===== config.mk =====
export PLATFORM = sky130hd
export DESIGN_NAME = mshp_host_port
export DESIGN_NICKNAME = d
export VERILOG_FILES = /design/src/rtl/mshp_pkg.sv /design/src/rtl/mshp_sync.sv /design/src/rtl/mshp_host_rx.sv /design/src/rtl/mshp_regs.sv /design/src/rtl/mshp_pin.sv /design/src/rtl/mshp_host_port.sv
export SDC_FILE = /design/constraint.sdc
export NUM_CORES = 1
export LEC_CHECK = 0
export CORE_ASPECT_RATIO = 0.8
export CORE_MARGIN = 2
export CORE_UTILIZATION = 47
export CTS_BUF_LIST = sky130_fd_sc_hd__clkbuf_4 sky130_fd_sc_hd__clkbuf_8
export CTS_CLUSTER_SIZE = 8
export DETAILED_ROUTE_END_ITERATION = 8
export PLACE_DENSITY = 0.82
export SLEW_MARGIN = 5
export SYNTH_ARGS = -nofsm -noshare
export SYNTH_HDL_FRONTEND = slang
export SYNTH_SLANG_ARGS = --single-unit

===== constraint.sdc =====
create_clock -name clk -period 1.35 [get_ports clk]
set_clock_uncertainty 0.15 [all_clocks]
set_input_delay 0.27 -clock clk [delete_from_list [all_inputs] [get_ports clk]]
set_output_delay 0.27 -clock clk [all_outputs]
set_load 0.005 [all_outputs]

===== src/rtl/mshp_pkg.sv =====
package mshp_pkg;
  localparam int STS_OBF = 0;
  localparam int STS_IBF = 1;
  localparam int STS_F0  = 2;
  localparam int STS_F1  = 3;
  localparam logic [7:0] OP_STS_DEF  = 8'h90;
  localparam logic [7:0] OP_F0S_DEF  = 8'hA0;
  localparam logic [7:0] OP_F0C_DEF  = 8'h85;
  localparam logic [7:0] OP_F0T_DEF  = 8'h95;
  localparam logic [7:0] OP_FEN_DEF  = 8'hF5;
endpackage


===== src/rtl/mshp_sync.sv =====
module mshp_sync #(
  parameter int W = 1,
  parameter int STAGES = 2,
  parameter logic [W-1:0] RST_VAL = '0
) (
  input  logic         clk,
  input  logic         rst,
  input  logic [W-1:0] d,
  output logic [W-1:0] q
);
  localparam int CW = W * STAGES;
  logic [CW-1:0] chain;

  generate
    if (STAGES == 1) begin : g_one
      always_ff @(posedge clk) begin
        if (rst) chain <= RST_VAL;
        else     chain <= d;
      end
    end else begin : g_many
      always_ff @(posedge clk) begin
        if (rst) chain <= {STAGES{RST_VAL}};
        else     chain <= {chain[CW-W-1:0], d};
      end
    end
  endgenerate

  assign q = chain[CW-1 -: W];
endmodule


===== src/rtl/mshp_host_rx.sv =====
module mshp_host_rx #(
  parameter int DW = 8,
  parameter int SYNC_STAGES = 2
) (
  input  logic          clk,
  input  logic          rst,
  input  logic          cs_n,
  input  logic          rd_n,
  input  logic          wr_n,
  input  logic          a0,
  input  logic [DW-1:0] din,
  output logic          wr_done,
  output logic          rd_done,
  output logic          sel_a0,
  output logic          rd_live,
  output logic          live_a0,
  output logic [DW-1:0] wdata
);
  logic [3:0] raw, syn;
  logic cs_s, rd_s, wr_s, a0_s;
  logic rd_prev, wr_prev, sel_q, a0_q;

  assign raw = {cs_n, rd_n, wr_n, a0};

  mshp_sync #(.W(4), .STAGES(SYNC_STAGES), .RST_VAL(4'b1110)) u_sync (
    .clk(clk), .rst(rst), .d(raw), .q(syn)
  );

  assign {cs_s, rd_s, wr_s, a0_s} = syn;

  always_ff @(posedge clk) begin
    if (rst) begin
      rd_prev <= 1'b1;
      wr_prev <= 1'b1;
      sel_q   <= 1'b0;
      a0_q    <= 1'b0;
      wdata   <= '0;
    end else begin
      rd_prev <= rd_s;
      wr_prev <= wr_s;
      if (!rd_s || !wr_s) begin
        sel_q <= !cs_s;
        a0_q  <= a0_s;
      end
      if (!wr_s && !cs_s) wdata <= din;
    end
  end

  // commits fire on the synchronised trailing edge of a selected strobe
  assign wr_done = wr_s & ~wr_prev & sel_q;
  assign rd_done = rd_s & ~rd_prev & sel_q;
  assign sel_a0  = a0_q;
  assign rd_live = ~rd_s & ~cs_s;
  assign live_a0 = a0_s;
endmodule


===== src/rtl/mshp_regs.sv =====
module mshp_regs
  import mshp_pkg::*;
#(
  parameter int DW = 8,
  parameter logic [7:0] OP_STS = OP_STS_DEF,
  parameter logic [7:0] OP_F0S = OP_F0S_DEF,
  parameter logic [7:0] OP_F0C = OP_F0C_DEF,
  parameter logic [7:0] OP_F0T = OP_F0T_DEF,
  parameter logic [7:0] OP_FEN = OP_FEN_DEF
) (
  input  logic          clk,
  input  logic          rst,
  input  logic          wr_done,
  input  logic          rd_done,
  input  logic          sel_a0,
  input  logic          rd_live,
  input  logic          live_a0,
  input  logic [DW-1:0] wdata,
  input  logic          in_rd,
  input  logic          out_ld,
  input  logic [DW-1:0] out_data,
  input  logic          cmd_vld,
  input  logic [7:0]    cmd_op,
  input  logic [DW-1:0] cmd_arg,
  output logic [DW-1:0] in_data,
  output logic [DW-1:0] status,
  output logic          flags_en,
  output logic [DW-1:0] dout,
  output logic          doe
);
  localparam int HI = DW - 4;

  logic [DW-1:0] ibuf, obuf;
  logic          obf, ibf, f0, f1;
  logic [HI-1:0] st_hi;
  logic is_sts, is_f0s, is_f0c, is_f0t, is_fen;
  logic unused_arg_bits;

  assign unused_arg_bits = ^cmd_arg[3:0];

  assign is_sts = cmd_vld && (cmd_op == OP_STS);
  assign is_f0s = cmd_vld && (cmd_op == OP_F0S);
  assign is_f0c = cmd_vld && (cmd_op == OP_F0C);
  assign is_f0t = cmd_vld && (cmd_op == OP_F0T);
  assign is_fen = cmd_vld && (cmd_op == OP_FEN);

  always_ff @(posedge clk) begin
    if (rst) begin
      ibuf <= '0; obuf <= '0;
      ibf <= 1'b0; obf <= 1'b0;
      f0 <= 1'b0; f1 <= 1'b0;
      st_hi <= '0; flags_en <= 1'b0;
    end else begin
      // inbound: host commit has priority over a same-cycle pop
      if (wr_done) begin
        ibuf <= wdata;
        ibf  <= 1'b1;
        f1   <= sel_a0;
      end else if (in_rd) begin
        ibf  <= 1'b0;
      end
      // outbound: fresh slave data has priority over a host drain
      if (out_ld) begin
        obuf <= out_data;
        obf  <= 1'b1;
      end else if (rd_done && !sel_a0) begin
        obf  <= 1'b0;
      end
      if (is_f0s)      f0 <= 1'b1;
      else if (is_f0c) f0 <= 1'b0;
      else if (is_f0t) f0 <= ~f0;
      if (is_sts) st_hi <= cmd_arg[DW-1:4];
      if (is_fen) flags_en <= 1'b1;
    end
  end

  always_comb begin
    status = '0;
    status[STS_OBF] = obf;
    status[STS_IBF] = ibf;
    status[STS_F0]  = f0;
    status[STS_F1]  = f1;
    status[DW-1:4]  = st_hi;
  end

  always_ff @(posedge clk) begin
    if (rst) begin
      dout <= '0;
      doe  <= 1'b0;
    end else begin
      doe <= rd_live;
      if (rd_live) dout <= live_a0 ? status : obuf;
    end
  end

  assign in_data = ibuf;
endmodule


===== src/rtl/mshp_pin.sv =====
module mshp_pin (
  input  logic clk,
  input  logic rst,
  input  logic port_wr,
  input  logic port_val,
  input  logic flags_en,
  input  logic obf,
  output logic port_bit,
  output logic pin
);
  always_ff @(posedge clk) begin
    if (rst) begin
      port_bit <= 1'b0;
      pin      <= 1'b0;
    end else begin
      if (port_wr) port_bit <= port_val;
      pin <= flags_en ? (port_bit & obf) : port_bit;
    end
  end
endmodule


===== src/rtl/mshp_host_port.sv =====
module mshp_host_port
  import mshp_pkg::*;
#(
  parameter int DW = 8,
  parameter int SYNC_STAGES = 2,
  parameter logic [7:0] OP_STS = OP_STS_DEF,
  parameter logic [7:0] OP_F0S = OP_F0S_DEF,
  parameter logic [7:0] OP_F0C = OP_F0C_DEF,
  parameter logic [7:0] OP_F0T = OP_F0T_DEF,
  parameter logic [7:0] OP_FEN = OP_FEN_DEF
) (
  input  logic          clk,
  input  logic          rst,
  input  logic          host_cs_n,
  input  logic          host_rd_n,
  input  logic          host_wr_n,
  input  logic          host_a0,
  input  logic [DW-1:0] host_din,
  output logic [DW-1:0] host_dout,
  output logic          host_doe,
  input  logic          slv_in_rd,
  output logic [DW-1:0] slv_in_data,
  input  logic          slv_out_ld,
  input  logic [DW-1:0] slv_out_data,
  input  logic          slv_cmd_vld,
  input  logic [7:0]    slv_cmd_op,
  input  logic [DW-1:0] slv_cmd_arg,
  input  logic          slv_port_wr,
  input  logic          slv_port_val,
  output logic [DW-1:0] slv_status,
  output logic          flag_pin
);
  logic          wr_done, rd_done, sel_a0, rd_live, live_a0;
  logic [DW-1:0] wdata;
  logic          flags_en, port_bit;

  mshp_host_rx #(.DW(DW), .SYNC_STAGES(SYNC_STAGES)) u_rx (
    .clk(clk), .rst(rst),
    .cs_n(host_cs_n), .rd_n(host_rd_n), .wr_n(host_wr_n), .a0(host_a0),
    .din(host_din),
    .wr_done(wr_done), .rd_done(rd_done), .sel_a0(sel_a0),
    .rd_live(rd_live), .live_a0(live_a0), .wdata(wdata)
  );

  mshp_regs #(
    .DW(DW), .OP_STS(OP_STS), .OP_F0S(OP_F0S), .OP_F0C(OP_F0C),
    .OP_F0T(OP_F0T), .OP_FEN(OP_FEN)
  ) u_regs (
    .clk(clk), .rst(rst),
    .wr_done(wr_done), .rd_done(rd_done), .sel_a0(sel_a0),
    .rd_live(rd_live), .live_a0(live_a0), .wdata(wdata),
    .in_rd(slv_in_rd), .out_ld(slv_out_ld), .out_data(slv_out_data),
    .cmd_vld(slv_cmd_vld), .cmd_op(slv_cmd_op), .cmd_arg(slv_cmd_arg),
    .in_data(slv_in_data), .status(slv_status), .flags_en(flags_en),
    .dout(host_dout), .doe(host_doe)
  );

  mshp_pin u_pin (
    .clk(clk), .rst(rst),
    .port_wr(slv_port_wr), .port_val(slv_port_val),
    .flags_en(flags_en), .obf(slv_status[STS_OBF]),
    .port_bit(port_bit), .pin(flag_pin)
  );
endmodule


Word-level counts from Yosys, hierarchy flattened --
Cells that the tools add are included.
Operators by class: equality and inequality tests 5, mux-type cells 9, bitwise gates (word level) 11, reductions and logical operators 15
Operators by type and width (count):
- $eq 8x8->1 const B | 5
- $mux 1 | 8
- $mux 8 | 1
- $logic_and 1x1->1 | 7
- $and 1x1->1 | 6
- $not 1->1 | 5
- $logic_not 1->1 | 4
- $reduce_bool 2->1 | 2
- $reduce_bool 3->1 | 1
- $logic_or 1x1->1 | 1
Storage, ports and cells: register bits 56, input bits 43, output and inout port bits 26, logic and storage cells 58

Depth between registers and ports, before layout --
Gate-level depths: netlist (run 1).
depth after elaboration 6, mapped depth 4, depth with buffers taken out 4

Cells and area by module --
From an unflattened synthesis (run 1), not the netlist that was laid out.
Unflattened totals: cell total of the unflattened synthesis 215, area, all modules 2202.1 um^2
Modules (own cells, without submodules):
- mshp_regs | instances 1, cells an instance 138, area an instance 1396.3 um^2, seq. area each 680.7 um^2
- mshp_host_rx | instances 1, cells an instance 51, area an instance 485.5 um^2, seq. area each 240.2 um^2
- mshp_sync | instances 1, cells an instance 20, area an instance 240.2 um^2, seq. area each 160.2 um^2
- mshp_pin | instances 1, cells an instance 6, area an instance 80.1 um^2, seq. area each 40.0 um^2

Least setup slack after synthesis (run 1) --
No wires, ideal clock.
kind input port to flip-flop, start point in slv_cmd_op[1], end point reg u_regs.st_hi[0], library setup time 0.128 ns, arrival time 0.924 ns, data required time 1.072 ns, slack 0.148 ns, stages on the path 4, path buffers 0, path through nor4_4 nand3_2 mux2i_1 nor2_1
On the way: cells in the longest elaborated chain, start to end 2
RTL lines:
- from (decl) | line mshp_host_port.sv:26 | input logic [7:0] slv_cmd_op,
- $eq 8x8->1 | line mshp_regs.sv:41 | assign is_sts = cmd_vld && (cmd_op == OP_STS);
- $logic_and 1x1->1 | line mshp_regs.sv:41
- to (signal assigned) | line mshp_regs.sv:72 | if (is_sts) st_hi <= cmd_arg[DW-1:4];
- to (decl) | line mshp_regs.sv:35 | logic [HI-1:0] st_hi;
Every way passes these cells. A chain may end at the register's enable or synchronous reset.

Worst setup path in the final report (run 1) --
start point reg u_regs.dout[7], end point out host_dout[7]
RTL lines:
- from (decl) | line mshp_regs.sv:28 | output logic [DW-1:0] dout,
- from (signal assigned) | line mshp_regs.sv:92 | if (rd_live) dout <= live_a0 ? status : obuf;
- to (decl) | line mshp_host_port.sv:19 | output logic [DW-1:0] host_dout,
No word-level cell between the ends.

==> results of run 1 <==
layout by cell type, fill, tap and decap left out, types with 2 or more instances in the layout:
cell type / count
clkinv_2: 2
nor2_1: 36
nand2_1: 11
dfxtp_2: 22
buf_4: 20
dfxtp_1: 34
clkdlybuf4s50_1: 29
a211oi_1: 9
dlymetal6s2s_1: 5
and4bb_2: 2
buf_12: 4
nand3_1: 3
or2_2: 8
dlygate4sd2_1: 28
nor2b_1: 4
clkbuf_8: 6
o21ai_0: 8
a21oi_1: 12
mux2i_1: 31
worst register-to-register path, delay by kind of cell (launching register included):
kind / cells / cell delay, ns
flip-flops: 1 / 0.37
multiplexers: 1 / 0.16
buffers and inverters: 1 / 0.19
AND/OR/NAND/NOR: 2 / 0.23
area by class of cell:
| type | count | area [µm²] | share of cell area [%] |
|---|---|---|---|
| repair buffers | 88 | 843 | 28.0 |
| flip-flops and latches | 56 | 1150 | 38.1 |
| multi-input cells | 133 | 861 | 28.5 |
| clock inverters | 2 | 10.0 | 0.332 |
| well taps | 57 | 71.3 | 2.36 |
| clock buffers | 6 | 82.6 | 2.74 |
routing by layer:
metal | up-vias | GRT usage [%]
met4 | 0 | 5.92
met1 | 731 | 22.5
met3 | 4 | 4.73
met5 | - | 0
met2 | 35 | 29.2
li1 | 847 | -
stage by stage:
| step | setup WS (ns) | util, % | instance area (µm²) | hold WS, ns |
|---|---|---|---|---|
| 2_1_floorplan | 0.148 | - | 2060 | 0.224 |
| 3_3_place_gp | -0.381 | 67.7 | 2850 | 0.241 |
| 3_5_place_dp | -0.442 | 67.7 | 2850 | 0.247 |
| 4_1_cts | 0.0127 | 70.9 | 2980 | 0.193 |
| 5_1_grt | 0.00318 | 71.8 | 3020 | 0.200 |
| 6_report | 0.0389 | 71.8 | 3020 | 0.194 |
logic make-up (layout without fill, tap and decap cells):
kind of cell,Yosys count,in the layout
AND/OR/NAND/NOR,72,72
AO/OA/AOI/OAI,30,30
flip-flops,56,56
buffers and inverters,16,96
multiplexers,31,31
synth_stat cells, types with 3 or more instances:
library cell and instances:
buf_4 5, nor2_1 36, a211oi_1 9, a21oi_1 12, o21ai_0 8, dfxtp_1 56
buf_2 6, nor2b_1 4, mux2i_1 31, or2_2 8, nand2_1 11, nand3_1 3
clkbuf_1 5
how the worst max path moves through the flow:
stage,depth (start not counted),to,slack [ns]
floorplan,4,u_regs.st_hi[0],0.15
detailed placement,5,u_regs.st_hi[1],-0.44
finish,1,host_dout[7],0.04
global route,1,slv_status[3],0.003
global placement,5,u_regs.st_hi[2],-0.38
CTS,5,u_regs.st_hi[1],0.01
report_power, final:
group | leakage, nW | switching, mW | total [mW] | internal, mW
clock network | 0.0510 | 0.492 | 0.903 | 0.410
registers | 0.467 | 0.0214 | 1.71 | 1.69
logic | 0.890 | 0.102 | 0.276 | 0.174
sequential cells by signal, indices dropped and copies added (netlist names), 4 cells and up:
signal,count
u_regs.dout,8
u_regs.in_data,8
u_regs.obuf,8
u_regs.st_hi,4
u_rx.u_sync.chain,8
u_rx.wdata,8
repair_timing:
action,4_1_cts,5_1_grt
resized for setup,51,7
setup endpoints to repair,30,11
pin swaps,2,1
buffers inserted,6,1
==> metrics, run 1 <==
status=finished, final reports clean; Hold Path Stages=2; VDD IR max=919 µV; antenna diode count=0; GRT Overall Usage=17.7%; met3 wire len=165 µm; DR vias/cell=4.73; Simple-Gate Fraction of Synth Area=17.8%; Die X=78.0 µm; Detailed Place HPWL=3010 µm; routed len/inst=11.9 µm; Final #Nets=327; DIE AREA=0.00493 mm²; fmax=0.763 GHz; worst setup path startpoint=u_regs.dout[7]; initial core utilization=49.0%; post-route ant nets=0; Reg2Reg Setup Slack=0.15 ns; WP buf/inv=1; main combinational cell family by area after synthesis=simple AND/OR/NAND/NOR gates; final setup vio count=0; WS Path Type=register to primary output; 1st-iter DRT viols=69; initial antenna violation count=0; synthesized flop and latch total=56; Synth cell types=23; Met1 Wirelength=1890 µm; EDFF count, synth=0; biggest area consumer among synthesized cells=dfxtp_1; DR vias=1617; Lkg Pwr=1.41 nW; Hold Path End=u_regs.obf; crit path max fanout=2; met2 wire length=1990 µm; non-filler cells, final=342; period utilization=97.1%; mapped cell area=0.00206 mm²; fillers=325; H-tree levels=2; # hold bufs at CTS=0; pwr/cell area=958 mW/mm²; Hold WC Path Type=input pin to register; Area contributors post-synth=dfxtp_1 (54%), mux2i_1 (15%), nor2_1 (6.6%); gp weighted congestion=0.690; CP max stage cell=dfxtp_2; max layer used=met4; delay-heaviest family, CP=flip-flops; RSZ-0062 raised after global routing=false; r2r endpoint=u_regs.in_data[7]; Clock transition at path regs=0.09 ns; Power Total=2.89 mW; CP Cell Sequence=dlygate4sd2_1; row count=21; Tightest Pin Transition=0.334 ns; drt pass-1 iters=4; Final TNS setup=0 ns; Period minus WS final=1.31 ns; layout cells sized above 1=23.9%; Max clock buf depth=2; number of global-route vias before repair=1550; max-slew violation count=0; port bufs=64; Async SR Flop Fraction=0%; Remaining DRCs=0; first-pass GRT wire length=6930 µm; IO Count=69; # placed instances=327; Slowest Stage Delay on Critical Path=0.33 ns; Max-Cap Viols=0; area growth from synthesis to layout=46.4%; core area=0.00420 mm²; mux cell area share after synthesis=15.1%; pin count of the biggest net entering global routing=20; total CTS buffers=5; Slew headroom=77.7%; ys flop type=dfxtp_1; synthesized-area fraction occupied by xor and xnor cells=0%; Req. time, crit path=0.93 ns; Die Ht=63.2 µm; Compound-Gate Fraction of Synth Area=8.56%; Hold Vio Cnt, Final=0; worst r2r src=u_rx.sel_q; Post-Synthesis Cells=205; WP data arrival=0.89 ns; total grt overflow=0; clock root buffer master=clkbuf_8; CP endpoint kind=primary output; hold_sp=rst; drt total wl=4080 µm; Mapped Nets=248; Setup crit start kind=register; Sink Count=56; TritonCTS clock tree=done; Clock Latency Late Sink=0.30 ns; Adder-Cell Fraction of Synth Area=0%; Synth top area share=54.4%; sequential element share of the synthesized area=54.4%; Synthesis Warnings=0; mean post-synth cell area=10.1 µm²; R2R cell count=4
Power figures use the tool's default switching activity.
==> inputs of run 2 (changes only) <==
Settings changed: ABC_AREA set to 1, GPL_TIMING_DRIVEN set to 1.
==> run 2 against run 1 <==
Worst hold slack improved by 0.048 ns; synthesized cell count grew 30%; clock power is 20% higher; sequential share of layout area about the same; total power increased by 7.1%; register-to-register slack got worse by 0.08 ns; critical path type unchanged; critical endpoint is now host_dout[5]; highest routed layer unchanged.
==> metrics, run 2 <==
status=finished, final reports clean; CP endpoint kind=primary output; WP data arrival=0.90 ns; area growth from synthesis to layout=46.5%; Synthesis Warnings=0; mean post-synth cell area=7.78 µm²; IO Count=69; EDFF count, synth=0; CP Cell Sequence=dlygate4sd2_1; row count=21; pin count of the biggest net entering global routing=37; Reg2Reg Setup Slack=0.07 ns; Die Ht=63.3 µm; commonest non-fill, non-tap cell in the layout=nor2_1; Period minus WS final=1.32 ns; Tightest Pin Transition=0.232 ns; Clock transition at path regs=0.09 ns; # hold bufs at CTS=0; Area contributors post-synth=dfxtp_1 (54%), nor2_1 (12%), o21ai_1 (5.6%); DR vias=1978; first-pass GRT wire length=8310 µm; Synth top cells by count=nor2_1 (65), dfxtp_1 (56), nand2_1 (30), o21ai_1 (23), inv_1 (21); max-slew violation count=0; total grt overflow=0; Remaining DRCs=0; drt pass-1 iters=4; biggest area consumer among synthesized cells=dfxtp_1; Req. time, crit path=0.93 ns; antenna diode count=0; Slowest Stage Delay on Critical Path=0.34 ns; Max-Cap Viols=0; drt total wl=4990 µm; Die X=78.2 µm; fillers=355; Sink Count=56; # placed instances=389; pwr/cell area=1020 mW/mm²; TritonCTS clock tree=done; period utilization=97.5%; fmax=0.760 GHz; Slew headroom=84.5%; WS Path Type=register to primary output; mapped cell area=0.00207 mm²; top-count cell post-synth=nor2_1; 1st-iter DRT viols=70; non-filler cells, final=406; ys flop type=dfxtp_1; Max clock buf depth=2; total CTS buffers=5; Setup crit start kind=register; clock root buffer master=clkbuf_8; Synth top area share=54.2%; Final TNS setup=0 ns; Detailed Place HPWL=3390 µm; delay-heaviest family, CP=flip-flops; Hold WC Path Type=input pin to register; core area=0.00420 mm²; Final #Nets=391; initial core utilization=49.2%; most frequent cells in the layout=nor2_1 (63), clkdlybuf4s50_1 (37), dfxtp_1 (30); H-tree levels=2; routed len/inst=12.3 µm; initial antenna violation count=0; CP max stage cell=dfxtp_2; DR vias/cell=4.87; WP buf/inv=1; final setup vio count=0; crit path max fanout=2; post-route ant nets=0; synthesized flop and latch total=56; GRT Overall Usage=21.3%; Mapped Nets=309; Layout Utilization=72.1%; gp weighted congestion=0.791; sequential element share of the synthesized area=54.2%; Synth cell types=19; VDD IR max=908 µV; Lkg Pwr=1.47 nW; Clock Latency Late Sink=0.31 ns; DIE AREA=0.00495 mm²; layout cells sized above 1=21.8%; port bufs=64; number of global-route vias before repair=1887; Hold Vio Cnt, Final=0; Async SR Flop Fraction=0%; Post-Synthesis Cells=266
-- run 2: final timing paths --
kind / cells past startpoint / start / end
min: 5 / slv_cmd_op[5] / u_regs.flags_en
max reg2reg: 5 / u_rx.u_sync.chain[7] / u_regs.dout[3]
min reg2reg: 2 / u_rx.u_sync.chain[0] / u_rx.u_sync.chain[4]
max: 1 / u_regs.dout[5] / host_dout[5]
-- run 2: cell families after synthesis --
kind of cell | Yosys count | share of synthesized area, %
AO/OA/AOI/OAI | 50 | 13.3
buffers and inverters | 43 | 9.14
flip-flops | 56 | 54.2
AND/OR/NAND/NOR | 117 | 23.4
-- run 2: metrics by stage --
step | hold slack [ns] | cell area [µm²] | worst slack [ns] | power [mW]
finish | 0.242 | 3030 | 0.0340 | 3.10
global placement | 0.238 | 2830 | -0.216 | 2.05
global route | 0.259 | 3030 | -0.0299 | 3.23
floorplan | 0.214 | 2070 | 0.244 | 1.87
detailed placement | 0.247 | 2830 | -0.266 | 2.05
CTS | 0.263 | 2990 | 0.0237 | 3.11
-- run 2: area by class of cell --
cell class / instances / area, µm² / area share (%)
Sequential cell: 56 / 1150 / 38.1
Clock buffer: 5 / 68.8 / 2.27
Timing Repair Buffer: 87 / 811 / 26.8
Clock inverter: 3 / 42.5 / 1.40
Inverter: 31 / 116 / 3.84
Multi-Input combinational cell: 167 / 766 / 25.3
Tap cell: 57 / 71.3 / 2.35
-- run 2: worst min-delay path: stages --
cell and delay [ns]:
dlymetal6s2s_1 0.14, inv_2 0.06, nor3_1 0.05, nand3_1 0.07, a21oi_1 0.06
-- run 2: power by group --
part	total, mW	leakage [nW]	internal, mW	switching (mW)
Sequential	1.73	0.469	1.70	0.0282
Clock	1.08	0.0541	0.549	0.529
Combinational	0.290	0.946	0.172	0.118
-- run 2: timing repair --
item / in CTS / in global routing
pin swaps: 0 / 3
endpoints found under the setup margin: 26 / 16
buffers inserted: 7 / 2
gates resized for setup: 49 / 10
-- run 2: per-layer routing --
| layer | vias to the layer above | part of all wire, % | track usage, % |
|---|---|---|---|
| li1 | 1002 | - | - |
| met4 | 0 | 1.9 | 8.77 |
| met5 | - | 0 | 0 |
| met3 | 10 | 6.4 | 5.01 |
| met1 | 903 | 43 | 26.4 |
| met2 | 63 | 49 | 35.7 |
==> inputs of run 3 (changes only) <==
Settings changed: PLACE_DENSITY 0.82 to 0.88.
==> run 3 against run 2 <==
Worst hold slack improved by 0.022 ns; register-to-register slack improved by 0.07 ns; cell count is 1.7% lower; core utilization decreased by 1.2 points; clock-buffer cell count up 2; largest power group unchanged; critical path depth stayed put; global-route usage fell by 0.94 points.
==> metrics, run 3 (synthesis gave the netlist of run 2 again) <==
drt total wl=4860 µm; RSZ-0062 raised after global routing=false; switching power=0.653 mW; CP endpoint kind=primary output; number of global-route vias before repair=1787; Sw Ratio=21.9%; total CTS buffers=5; Hold Path Stages=2; Final #Nets=385; Clock transition at path regs=0.10 ns; hold_sp=u_rx.u_sync.chain[0]; Req. time, crit path=0.93 ns; Remaining DRCs=0; R2R cell count=5; area growth from synthesis to layout=43.9%; initial core utilization=49.2%; row count=21; internal power=2.33 mW; drt pass-1 iters=4; Setup crit start kind=register; Max clock buf depth=2; Slowest Stage Delay on Critical Path=0.33 ns; 1st-iter DRT viols=133; DIE AREA=0.00495 mm²; design area=0.00298 mm²; most frequent cells in the layout=nor2_1 (63), clkdlybuf4s50_1 (38), dfxtp_1 (35); Detailed Place HPWL=3370 µm; Tightest Pin Transition=0.225 ns; Fin Hold WS=0.264 ns; antenna diode count=0; fmax=0.761 GHz; core area=0.00420 mm²; Reg2Reg Setup Slack=0.14 ns; pwr/cell area=1000 mW/mm²; Die Ht=63.3 µm; WP buf/inv=1; pin count of the biggest net entering global routing=24; commonest non-fill, non-tap cell in the layout=nor2_1; worst r2r src=u_rx.u_sync.chain[5]; Period minus WS final=1.31 ns; layout cells sized above 1=18.7%; Hold WC Path Type=register to register; port bufs=64; delay-heaviest family, CP=flip-flops; Lkg Pwr=1.40 nW; first-pass GRT wire length=7930 µm; H-tree levels=2; total grt overflow=0; gp weighted congestion=0.758; crit path max fanout=2; CP Cell Sequence=dlygate4sd2_1; Logic pwr share=9.8%; pre-CTS setup slack=-0.259 ns; Clock Latency Late Sink=0.31 ns; Die X=78.2 µm; final setup vio count=0; VDD IR max=759 µV; DR vias=1929; routed len/inst=12.2 µm; CP max stage cell=dfxtp_2; # hold bufs at CTS=0; setup ws final=0.0358 ns; max-slew violation count=0; Slew headroom=84.9%; period utilization=97.3%; Max-Cap Viols=0; Hold Path End=u_rx.u_sync.chain[4]; Sink Count=56; post-route ant nets=0; clock root buffer master=clkbuf_8; IO Count=69; area post-placement=0.00284 mm²; Seq pwr share=57.9%; Hold Vio Cnt, Final=0; r2r endpoint=u_regs.in_data[1]; TritonCTS clock tree=done; initial antenna violation count=0; WS Path Type=register to primary output; Clk pwr share=32.3%; DR vias/cell=4.83; GRT Overall Usage=20.4%; WP data arrival=0.89 ns; status=finished, final reports clean
## run 3: power by group through the flow
stage / clock network, mW / registers [mW] / logic [mW]
final: 0.965 / 1.73 / 0.292
after global routing: 1.05 / 1.74 / 0.320
after CTS: 0.972 / 1.73 / 0.286
after detailed placement: 0 / 1.77 / 0.291
after global placement: 0 / 1.76 / 0.285
after floorplan: 0 / 1.76 / 0.110
## run 3: final cells by class
class | instances | area [µm²]
clock buffer | 7 | 96.3
multi-input combinational | 167 | 766
timing repair buffer | 81 | 779
inverter | 31 | 116
sequential | 56 | 1150
tap | 57 | 71.3
fill | 341 | 1230
## run 3: what timing repair did
action,CTS,global route
endpoints found under the setup margin,26,19
pin swaps,0,1
gates resized for setup,44,16
setup buffers,2,1
## run 3: metal layers
layer | global-route usage [%] | wire (µm) | part of all wire, % | up-vias
met1 | 25.2 | 2230 | 46 | 875
met5 | 0 | 0 | 0 | -
met2 | 33.3 | 2260 | 46 | 61
met4 | 7.46 | 51 | 1.0 | 0
met3 | 6.45 | 324 | 6.7 | 4
li1 | - | - | - | 989
## run 3: metrics by stage
step / power, mW / TNS (ns) / std cells / util (%)
3_5_place_dp: 2.06 / -3.78 / 389 / 67.5
5_1_grt: 3.10 / 0 / 399 / 70.8
2_1_floorplan: 1.87 / 0 / 266 / -
6_report: 2.99 / 0 / 399 / 70.8
4_1_cts: 2.99 / 0 / 398 / 69.9
3_3_place_gp: 2.05 / -3.18 / 389 / 67.5
## run 3: worst max path at each step
stage                    startpoint         endpoint  slack [ns]  cells after the start
4_1_cts           u_regs.in_data[1]   slv_in_data[1]       0.001                      1
3_5_place_dp          slv_cmd_op[2]        u_regs.f0       -0.26                      8
5_1_grt              u_regs.dout[5]     host_dout[5]       0.002                      1
3_3_place_gp          slv_cmd_op[7]  u_regs.st_hi[1]       -0.22                      6
2_1_floorplan  u_rx.u_sync.chain[6]   u_regs.dout[6]        0.24                      5
6_report          u_regs.in_data[5]   slv_in_data[5]        0.04                      1
